File: src/rtl/dual_irq_gate_pkg.sv
package dual_irq_gate_pkg;

   localparam int DUAL_GATE_BASE = 32'h2200;
   localparam int DUAL_STAT_BASE = 32'h2290;
   localparam int DUAL_CH_STRIDE = 32'h1000;
   localparam int SOLO_STAT_ADDR = 32'h0;
   localparam int SOLO_GATE_ADDR = 32'h4;

   function automatic int gate_addr(input bit single, input int ch);
      return single ? SOLO_GATE_ADDR : DUAL_GATE_BASE + ch * DUAL_CH_STRIDE;
   endfunction

   function automatic int stat_addr(input bit single, input int ch);
      return single ? SOLO_STAT_ADDR : DUAL_STAT_BASE + ch * DUAL_CH_STRIDE;
   endfunction

   function automatic int min_addr_w(input bit single);
      return single ? 3 : 14;
   endfunction

endpackage

File: src/rtl/dual_irq_gate_decode.sv
module dual_irq_gate_decode
   import dual_irq_gate_pkg::*;
#(
   parameter bit SINGLE = 1'b0,
   parameter int ADDR_W = 14,
   parameter int NCH    = 2
) (
   input  logic              bus_rd,
   input  logic              bus_wr,
   input  logic [ADDR_W-1:0] bus_addr,
   output logic [NCH-1:0]    gate_set,
   output logic [NCH-1:0]    gate_clr,
   output logic [NCH-1:0]    stat_sel
);
   for (genvar c = 0; c < NCH; c++) begin : g_ch
      localparam logic [ADDR_W-1:0] GATE_A = ADDR_W'(gate_addr(SINGLE, c));
      localparam logic [ADDR_W-1:0] STAT_A = ADDR_W'(stat_addr(SINGLE, c));
      logic gate_hit;
      assign gate_hit    = (bus_addr == GATE_A);
      assign gate_set[c] = bus_wr & gate_hit;
      assign gate_clr[c] = bus_rd & ~bus_wr & gate_hit;
      assign stat_sel[c] = bus_rd & (bus_addr == STAT_A);
   end
endmodule

File: src/rtl/dual_irq_gate_bank.sv
module dual_irq_gate_bank #(
   parameter int NCH = 2
) (
   input  logic           clk,
   input  logic           rst_n,
   input  logic [NCH-1:0] gate_set,
   input  logic [NCH-1:0] gate_clr,
   output logic [NCH-1:0] gate_q
);
   for (genvar c = 0; c < NCH; c++) begin : g_bit
      always_ff @(posedge clk) begin
         if (!rst_n)           gate_q[c] <= 1'b0;
         else if (gate_set[c]) gate_q[c] <= 1'b1;
         else if (gate_clr[c]) gate_q[c] <= 1'b0;
      end
   end
endmodule

File: src/rtl/dual_irq_gate_rdmux.sv
module dual_irq_gate_rdmux #(
   parameter int NCH    = 2,
   parameter int DATA_W = 8
) (
   input  logic              clk,
   input  logic              rst_n,
   input  logic [NCH-1:0]    stat_sel,
   input  logic [NCH-1:0]    raw_irq,
   output logic [DATA_W-1:0] bus_rdata
);
   logic stat_bit;
   assign stat_bit = |(stat_sel & raw_irq);

   always_ff @(posedge clk) begin
      if (!rst_n) bus_rdata <= '0;
      else        bus_rdata <= DATA_W'(stat_bit);
   end
endmodule

File: src/rtl/dual_irq_gate.sv
module dual_irq_gate
   import dual_irq_gate_pkg::*;
#(
   parameter bit SINGLE = 1'b0,
   parameter int ADDR_W = 14,
   parameter int DATA_W = 8,
   localparam int NCH   = SINGLE ? 1 : 2
) (
   input  logic              clk,
   input  logic              rst_n,
   input  logic              bus_rd,
   input  logic              bus_wr,
   input  logic [ADDR_W-1:0] bus_addr,
   input  logic [DATA_W-1:0] bus_wdata,
   input  logic [NCH-1:0]    raw_irq,
   output logic [DATA_W-1:0] bus_rdata,
   output logic              card_irq
);
   if (ADDR_W < min_addr_w(SINGLE)) begin : g_bad_addr_w
      $error("dual_irq_gate: ADDR_W too narrow for the selected layout");
   end
   if (DATA_W < 1) begin : g_bad_data_w
      $error("dual_irq_gate: DATA_W must be at least 1");
   end

   logic [NCH-1:0] gate_set;
   logic [NCH-1:0] gate_clr;
   logic [NCH-1:0] stat_sel;
   logic [NCH-1:0] gate_q;
   logic           wdata_unused;

   assign wdata_unused = ^bus_wdata;

   dual_irq_gate_decode #(.SINGLE(SINGLE), .ADDR_W(ADDR_W), .NCH(NCH)) u_decode (
      .bus_rd   (bus_rd),
      .bus_wr   (bus_wr),
      .bus_addr (bus_addr),
      .gate_set (gate_set),
      .gate_clr (gate_clr),
      .stat_sel (stat_sel)
   );

   dual_irq_gate_bank #(.NCH(NCH)) u_bank (
      .clk      (clk),
      .rst_n    (rst_n),
      .gate_set (gate_set),
      .gate_clr (gate_clr),
      .gate_q   (gate_q)
   );

   dual_irq_gate_rdmux #(.NCH(NCH), .DATA_W(DATA_W)) u_rdmux (
      .clk       (clk),
      .rst_n     (rst_n),
      .stat_sel  (stat_sel),
      .raw_irq   (raw_irq),
      .bus_rdata (bus_rdata)
   );

   assign card_irq = |(gate_q & raw_irq);
endmodule

File: config.mk
export PLATFORM = sky130hd
export DESIGN_NAME = dual_irq_gate
export DESIGN_NICKNAME = d
export VERILOG_FILES = /design/src/rtl/dual_irq_gate_pkg.sv /design/src/rtl/dual_irq_gate_decode.sv /design/src/rtl/dual_irq_gate_bank.sv /design/src/rtl/dual_irq_gate_rdmux.sv /design/src/rtl/dual_irq_gate.sv
export SDC_FILE = /design/constraint.sdc
export NUM_CORES = 1
export LEC_CHECK = 0
export BUFFER_PORTS_ARGS = -buffer_cell sky130_fd_sc_hd__buf_2
export CORE_AREA = 2 2 39 41
export CTS_CLUSTER_SIZE = 10
export DETAILED_ROUTE_END_ITERATION = 10
export DIE_AREA = 0 0 41 43
export PLACE_DENSITY = 0.65
export REMOVE_ABC_BUFFERS = 1
export SYNTH_ARGS = -nofsm -noshare
export SYNTH_HDL_FRONTEND = slang
export SYNTH_HIERARCHICAL = 1
export SYNTH_SLANG_ARGS = --single-unit
File: constraint.sdc
create_clock -name clk -period 0.9 [get_ports clk]
set_input_delay 0.09 -clock clk [delete_from_list [all_inputs] [get_ports clk]]
set_output_delay 0.09 -clock clk [all_outputs]
set_load 0.01 [all_outputs]
Word level (Yosys, flattened, before mapping)
Cells that the tools add are included.
{"block": "totals", "mem_count": 0, "elab_cells": 26, "ff_bits": 10, "mem_bits_ro": 0, "output_inout_bits": 9, "latchBits": 0, "ramBits": 0}
{"block": "classes", "n_reduce_logical": 4, "shifts": 0, "n_mul": 0, "n_bitwise": 10, "n_addsub": 0, "n_mux": 4, "n_eq_ne": 4, "div": 0, "order_cmp": 0}
{"operator": "equality test 14 bit (second input constant)", "count": 4}
{"operator": "bitwise AND 1 bit", "count": 7}
{"operator": "bitwise AND 2 bit", "count": 2}
{"operator": "two-way mux 1 bit", "count": 4}
{"operator": "nonzero test 2 bit", "count": 2}
{"operator": "OR reduction 2 bit", "count": 2}
{"operator": "NOT 1 bit", "count": 1}

Depth between registers and ports, before layout
Gate-level depths: netlist of run 1.
{"block": "logic_depth", "ltp_word": 5, "depth_mapped": 5}

By module
The synthesis of run 1 kept the hierarchy.
{"module": "dual_irq_gate_decode", "n_inst": 1, "cells_per_inst": 16, "area_per_inst_um2": 106.4}
{"module": "dual_irq_gate_rdmux", "n_inst": 1, "cells_per_inst": 11, "area_per_inst_um2": 90.1}
{"module": "dual_irq_gate_bank", "n_inst": 1, "cells_per_inst": 6, "area_per_inst_um2": 82.6}
{"module": "dual_irq_gate", "n_inst": 1, "cells_per_inst": 1, "area_per_inst_um2": 8.8}

Worst setup path after synthesis of run 1
Ideal clock, no wire load.
{"block": "synth_timing", "path_kind": "input port to flip-flop", "start": "input port bus_addr[1]", "end": "register u_bank.gate_q[0]", "t_arrival_ps": 905, "slack_ps": -120, "path_buffers": 0, "path_stages": 5, "path_cell_list": "nor4_4 -> nand4b_1 -> nor2_1 -> nor2b_4 -> o21a_1"}
{"block": "synth_between", "elab_chain_cells": 3, "word_cells_on_any_way": 5}
{"item": "start, declared", "line": "dual_irq_gate.sv:13", "rtl": "input logic [ADDR_W-1:0] bus_addr,"}
{"item": "equality test 14 bit", "line": "dual_irq_gate_decode.sv:19", "rtl": "assign gate_hit = (bus_addr == GATE_A);"}
{"item": "bitwise AND 1 bit", "line": "dual_irq_gate_decode.sv:21", "rtl": "assign gate_clr[c] = bus_rd & ~bus_wr & gate_hit;"}
{"item": "via gate_clr[0]", "line": "dual_irq_gate.sv:27", "rtl": "logic [NCH-1:0] gate_clr;"}
{"item": "nonzero test 2 bit (no line)"}
{"item": "end signal, assigned by index", "line": "dual_irq_gate_bank.sv:12", "rtl": "if (!rst_n) gate_q[c] <= 1'b0;"}
{"item": "end signal, assigned by index", "line": "dual_irq_gate_bank.sv:13", "rtl": "else if (gate_set[c]) gate_q[c] <= 1'b1;"}
{"item": "end signal, assigned by index", "line": "dual_irq_gate_bank.sv:14", "rtl": "else if (gate_clr[c]) gate_q[c] <= 1'b0;"}
{"item": "end, declared", "line": "dual_irq_gate_bank.sv:8", "rtl": "output logic [NCH-1:0] gate_q"}
The timed path passes the listed nets, and every way through them passes these cells.
A chain may end at the register's enable or synchronous reset.

Worst setup path after layout of run 1
{"block": "layout_timing", "start": "input port bus_addr[0]", "end": "register u_bank.gate_q[0]"}
The elaborated chain is that of the path after synthesis.

==> metrics.md, run 1 <==
| Metric | Value |
|---|---|
| Status | complete, but fails checks |
| Failing checks | negative setup slack |
| Final period util | 104.5% |
| Core Rows | 14 |
| Post-Synth Simple-Gate Area | 48.70% |
| Fin area | between 400 and 500 µm² |
| Chip Height | about 43 µm |
| Final core utilization | 32.91% |
| Max Transition Viols Final | 0 |
| Multi-input gate area | 215.2 µm² |
| Post-synthesis xor/xnor area fraction | 0% |
| Final #Nets | 89 |
| Final setup fails | 4 |
| Final hold viol count | 0 |
| CTS Buf Count | 3 |
| Routed Antenna Nets | 0 |
| Setup slack, reg-to-reg | 0.10 ns |
| Worst setup startpoint | bus_addr[0] |
| Largest family of logic cells by synthesized area | simple AND/OR/NAND/NOR gates |
| Multiplexer share of the synthesized area | 0% |
| Initial Util | 20.80% |
| Setup_tns | -0.09981 ns |
| Share of cells above drive strength 1 | 58.33% |
| Most frequent cells in the layout | 19 x buf_2, 7 x conb_1, 4 x nor2_1 |
| DR iter-0 viols | 0 |
| H-tree depth | 1 |
| Hpwl dp | just under 600 µm |
| Hold crit path type | in -> reg |
| Leak | 0.1995 nW |
| Number of synthesized register bits | 3 |
| Tot Pwr | ~450 µW |
| Clock Latency Late Sink | 0.22 ns |
| Register Area | 61.31 µm² |
| P&R area growth vs syn | 58.26% |
| Yosys cell types | 17 |
| Ant. Diodes | 0 |
| CTS sink count | 3 |
| Ranking of synthesized cells by area | dfxtp_1 21%, buf_4 18%, nor2b_4 9.6% |
| CTS tree | done |
| Clk pin slew, worst setup/hold paths | 0.03 ns |
| First-pass GRT wire length | roughly 920 µm |
| Arrival @ worst endpoint | 1.05 ns |
| I/O pins | 37 |
| WL final | 673 µm |
| Slack of the critical path | -0.04053 ns |
| Compound-gate portion of the synthesized area | 10.87% |
| RSZ-0062 raised after global routing | true |
| Root Buffer | clkbuf_4 |
| DRC | 0 |
| Sequential cell area fraction in the yosys report | 20.87% |
| R2R depth | 3 |
| Yosys warns | 6 |
| Initial antenna violation count | 0 |
| TritonRoute pass-1 iters | 1 |
| Syn Inst Count | 34 |
| Core Box Area | around 1400 µm² |
| R2R Path Start | u_bank/gate_q[0] |
| Period minus WS final | 0.9405 ns |
| Vias per inst | 3.921 |
| R2R Path End | u_bank/gate_q[0] |
| Wire per inst | 8.855 µm |
| Critical path required time | between 1 and 1.5 ns |
| Vias in the first global route | 269 |
| # fillers | about 160 |
| Synthesized area per cell | 8.464 µm² |
| PD cells | 982.2 nW/µm² |
| FMAX | between 1000 and 1500 MHz |
| Maximum fanout count along the critical path | 3 |
| Crit start category | primary input |
| Peak VDD IR | 0.1908 mV |
| Total GRT Usage | 7.808% |
| Type of the worst setup path | in -> reg |
| Cell Area, Synth | 287.8 µm² |
| Clk_skew | 0 ns |
| CP endpoint kind | flip-flop |
| GR Overflow Total | 0 |
| Die ar. | 1763 µm² |
| Pin count of the biggest net entering global routing | 4 |
| Hold_buf cts | 0 |
| Critical Path Sink | u_bank/gate_q[0] |
| Vias | 298 |
| Area leader, netlist | dfxtp_1 |
| Adder-cell share of the synthesized area | 0% |
| Die Width | 41 µm |
| Synth top area share | 20.87% |
| Post-DP Area | a little under 400 µm² |
| Number of port buffers | 21 |
| Most common cell after layout, fill and taps aside | buf_2 |
| Max-cap violations | 0 |
| Max Root-Sink Buffers | 2 |
| Gp weighted congestion | 0.6657 |
metal layers:
metal | global-route usage [%] | wire length (µm)
met1 | 6.369 | 202
met2 | 13.44 | 426
met3 | 3.141 | 44
met4 | 6.000 | 0
met5 | 0 | 0
cell families after synthesis:
| group | count (synthesis) |
|---|---|
| and+or+nand+nor | 19 |
| buffers and inverters | 7 |
| other | 1 |
| DFF | 3 |
| AOI/OAI and AO/OA | 4 |
per-stage QoR:
step,hold slack (ns),setup WS [ns],std cells
after floorplan,0.2075,-0.1198,33
after global placement,0.3276,-0.2740,71
after detailed placement,0.3316,-0.3446,71
after CTS,0.09229,-0.04823,76
after global routing,0.1083,-0.08523,76
final,0.09974,-0.04053,76
how the worst min path moves through the flow:
| stage | start | to | slack, ns | cells past startpoint |
|---|---|---|---|---|
| after global routing | rst_n | u_bank/gate_q[0] | 0.11 | 2 |
| after detailed placement | rst_n | u_bank/gate_q[0] | 0.33 | 2 |
| after CTS | rst_n | u_bank/gate_q[0] | 0.09 | 2 |
| after floorplan | rst_n | u_bank/gate_q[0] | 0.21 | 1 |
| after global placement | rst_n | u_bank/gate_q[0] | 0.33 | 2 |
| final | rst_n | u_bank/gate_q[0] | 0.1 | 2 |
flip-flops by register name (all words and copies together), names as in the netlist:
signal             count
u_rdmux/bus_rdata      1
u_bank/gate_q          2
worst max-delay path, cell delays in order:
cell and delay, ns:
buf_6 0.09, nor4_4 0.29, nand4b_1 0.20, nor2_2 0.18, nor2b_4 0.05, o21a_1 0.16
repair_timing:
action / 4_1_cts / 5_1_grt
buffers inserted: 1 / 0
pin swaps: 7 / 4
resized for setup: 5 / 3
endpoints found under the setup margin: 4 / 4
layout make-up:
class,count,area share [%]
tap,16,4.396
clock buffer,4,5.769
sequential,3,13.46
timing repair buffer,23,29.12
multi-input combinational,30,47.25
cell usage after synthesis:
cell,count
a22oi_1,1
a22o_1,1
and4bb_2,1
nor2b_4,2
dfxtp_1,3
buf_4,7
nor2b_1,1
nand3b_1,1
nand2_1,1
nor3b_1,1
nand3_1,1
nor4_4,1
conb_1,1
nor3_1,1
o21a_1,2
nor2_1,7
nand4b_1,2
where the power goes:
| group | leakage, nW | internal [mW] | total, mW | switching (mW) |
|---|---|---|---|---|
| logic | 0.160 | 0.0453 | 0.0873 | 0.0420 |
| clock network | 0.0150 | 0.166 | 0.226 | 0.0607 |
| registers | 0.0247 | 0.134 | 0.134 | 0.00000250 |
| total | 0.199 | 0.345 | 0.447 | 0.103 |
Note: power is estimated with default switching activity, not from simulation.
==> inputs of run 2 (changes only) <==
--- a/config.mk
+++ b/config.mk
@@ -10,7 +10,7 @@
 export CTS_CLUSTER_SIZE = 10
 export DETAILED_ROUTE_END_ITERATION = 10
 export DIE_AREA = 0 0 41 43
-export PLACE_DENSITY = 0.65
+export PLACE_DENSITY = 0.63
 export REMOVE_ABC_BUFFERS = 1
 export SYNTH_ARGS = -nofsm -noshare
 export SYNTH_HDL_FRONTEND = slang
==> run 2 against run 1 <==
The flow still finishes with violations (negative setup slack). Combinational power is 0.5% lower. First-iteration DRC count is 4 higher. Worst setup slack worse by 0.041 ns. Count of clock-buffer cells in the layout stayed put. Clock skew stayed put. Global-route usage is 1.6 points higher. Power is 3.1% higher. Register-to-register slack worse by 0.03 ns. Cell count stayed put. Die area stayed put.
==> metrics.md, run 2 (synthesis results as in run 1) <==
| Metric | Value |
|---|---|
| GR Overflow Total | 0 |
| Max Root-Sink Buffers | 2 |
| Final hold viol count | 0 |
| Most common cell after layout, fill and taps aside | buf_2 |
| Initial Util | just over 20% |
| Largest regs | u_bank/gate_q (2), u_rdmux/bus_rdata (1) |
| Peak VDD IR | 0.2705 mV |
| GRT busiest layer | met2 |
| CP max stage cell | nor4_4 |
| Crit start category | primary input |
| Final period util | 109.0% |
| # fillers | 151 |
| Largest register by flop count | u_bank/gate_q |
| Total GRT Usage | under 10% |
| Max-cap violations | 0 |
| Vias | 313 |
| Critical path required time | slightly above 1 ns |
| Pin count of the biggest net entering global routing | 4 |
| WL final | 743 µm |
| P&R area growth vs syn | 53.91% |
| CTS Buf Count | 3 |
| Leak | 0.1990 nW |
| Arrival @ worst endpoint | around 1.1 ns |
| Max reg flops | 2 |
| Die ar. | 1763 µm² |
| Dpl ws | -0.3388 ns |
| H-tree depth | 1 |
| FMAX | 1019 MHz |
| First-pass GRT wire length | around 1.1 mm |
| Slack of the critical path | -0.08107 ns |
| Core Box Area | 1384 µm² |
| Met3 Track Usage GR | 1.571% |
| I/O pins | 37 |
| Die Width | 41 µm |
| Hold crit path type | in -> reg |
| Ant. Diodes | 0 |
| Multi-input gate area | 202.7 µm² |
| Hpwl dp | about 630 µm |
| Share of cells above drive strength 1 | 55.00% |
| Gp weighted congestion | ~0.67 |
| Register Area | 61.31 µm² |
| RSZ-0062 raised after global routing | true |
| Routed Antenna Nets | 0 |
| Buf/Inv on CP | 1 |
| CP endpoint kind | flip-flop |
| Final #Nets | 89 |
| Maximum fanout count along the critical path | 3 |
| Wire per inst | 9.776 µm |
| Most frequent cells in the layout | 19 x buf_2, 7 x conb_1, 5 x nor2_1 |
| Fin cells | 76 |
| CTS tree | done |
| Clk pin slew, worst setup/hold paths | 0.04 ns |
| Initial antenna violation count | 0 |
| Status | complete, but fails checks |
| Placed insts | about 70 |
| DRC | 0 |
| Period minus WS final | just under 1 ns |
| Final setup fails | 4 |
| Chip Height | 43 µm |
| TritonRoute pass-1 iters | 4 |
| Clock Latency Late Sink | 0.24 ns |
| DR iter-0 viols | 4 |
| Worst path top cell family by delay | simple AND/OR/NAND/NOR gates |
| Failing checks | negative setup slack |
| Final core utilization | between 30% and 40% |
| CP peak stage delay | about 0.3 ns |
| Vias in the first global route | 316 |
| Met1 global-route usage | 6.369% |
| Root Buffer | clkbuf_4 |
| PD cells | 1041 nW/µm² |
| Max Transition Viols Final | 0 |
| Core Rows | 14 |
| CTS sink count | 3 |
| Number of port buffers | 21 |
| GRT met2 Usage | 19.38% |
| Vias per inst | 4.118 |
| Type of the worst setup path | in -> reg |
| Clk_skew | 0 ns |
| Crit-path cells | buf_6 > nor4_4 > nand4b_1 > nor2_2 > nor2b_4 > o21a_1 |
run 2: cell types whose count changed in the layout (fill, tap and decap cells not counted):
| cell | delta |
|---|---|
| nor2_4 | -1 |
| a22oi_1 | +1 |
| a22oi_2 | -1 |
| nor2_1 | +1 |
run 2: final timing paths:
kind,from,endpoint,slack [ns],cells after the start
max,bus_addr[6],u_bank/gate_q[0],-0.08,6
min,rst_n,u_bank/gate_q[0],0.09,2
max reg2reg,u_bank/gate_q[0],u_bank/gate_q[0],0.07,3
min reg2reg,u_bank/gate_q[1],u_bank/gate_q[1],0.59,2
run 2: final cells by class:
class,instances,share of cell area [%]
flip-flops and latches,3,13.84
well taps,16,4.520
repair buffers,23,29.94
clock buffers,4,5.932
multi-input cells,30,45.76
run 2: power by group:
part / internal (mW) / switching [mW] / total [mW] / leakage [nW]
sequential: 0.134 / 0.00000265 / 0.134 / 0.0247
clock: 0.166 / 0.0742 / 0.241 / 0.0150
combinational: 0.0451 / 0.0418 / 0.0869 / 0.159
run 2: through the flow:
stage          power, mW  setup TNS (ns)  cell area, µm²  hold WS (ns)
2_1_floorplan     0.1639         -0.2235           257.7        0.2075
3_3_place_gp      0.2136         -0.8068           390.4        0.3291
3_5_place_dp      0.2159         -0.8999           390.4        0.3339
4_1_cts           0.4720         -0.1190           442.9       0.08109
5_1_grt           0.4902         -0.4301           442.9        0.1050
6_report          0.4611         -0.2032           442.9       0.09410
run 2: metal layers:
metal,up-vias,wire [µm]
li1,157,-
met1,152,247
met2,4,478
met3,0,17
met4,0,0
met5,-,0
run 2: what timing repair did:
action | 4_1_cts | 5_1_grt
resized for setup | 5 | 0
pin swaps | 7 | 3
buffers inserted | 1 | 0
hold buffers | 0 | 0
setup endpoints to repair | 4 | 4
run 2: worst register-to-register path, stage by stage, from the launching register on:
cell and delay, ns:
dfxtp_2 0.31, buf_4 0.12, nor2b_4 0.11, o21a_1 0.18
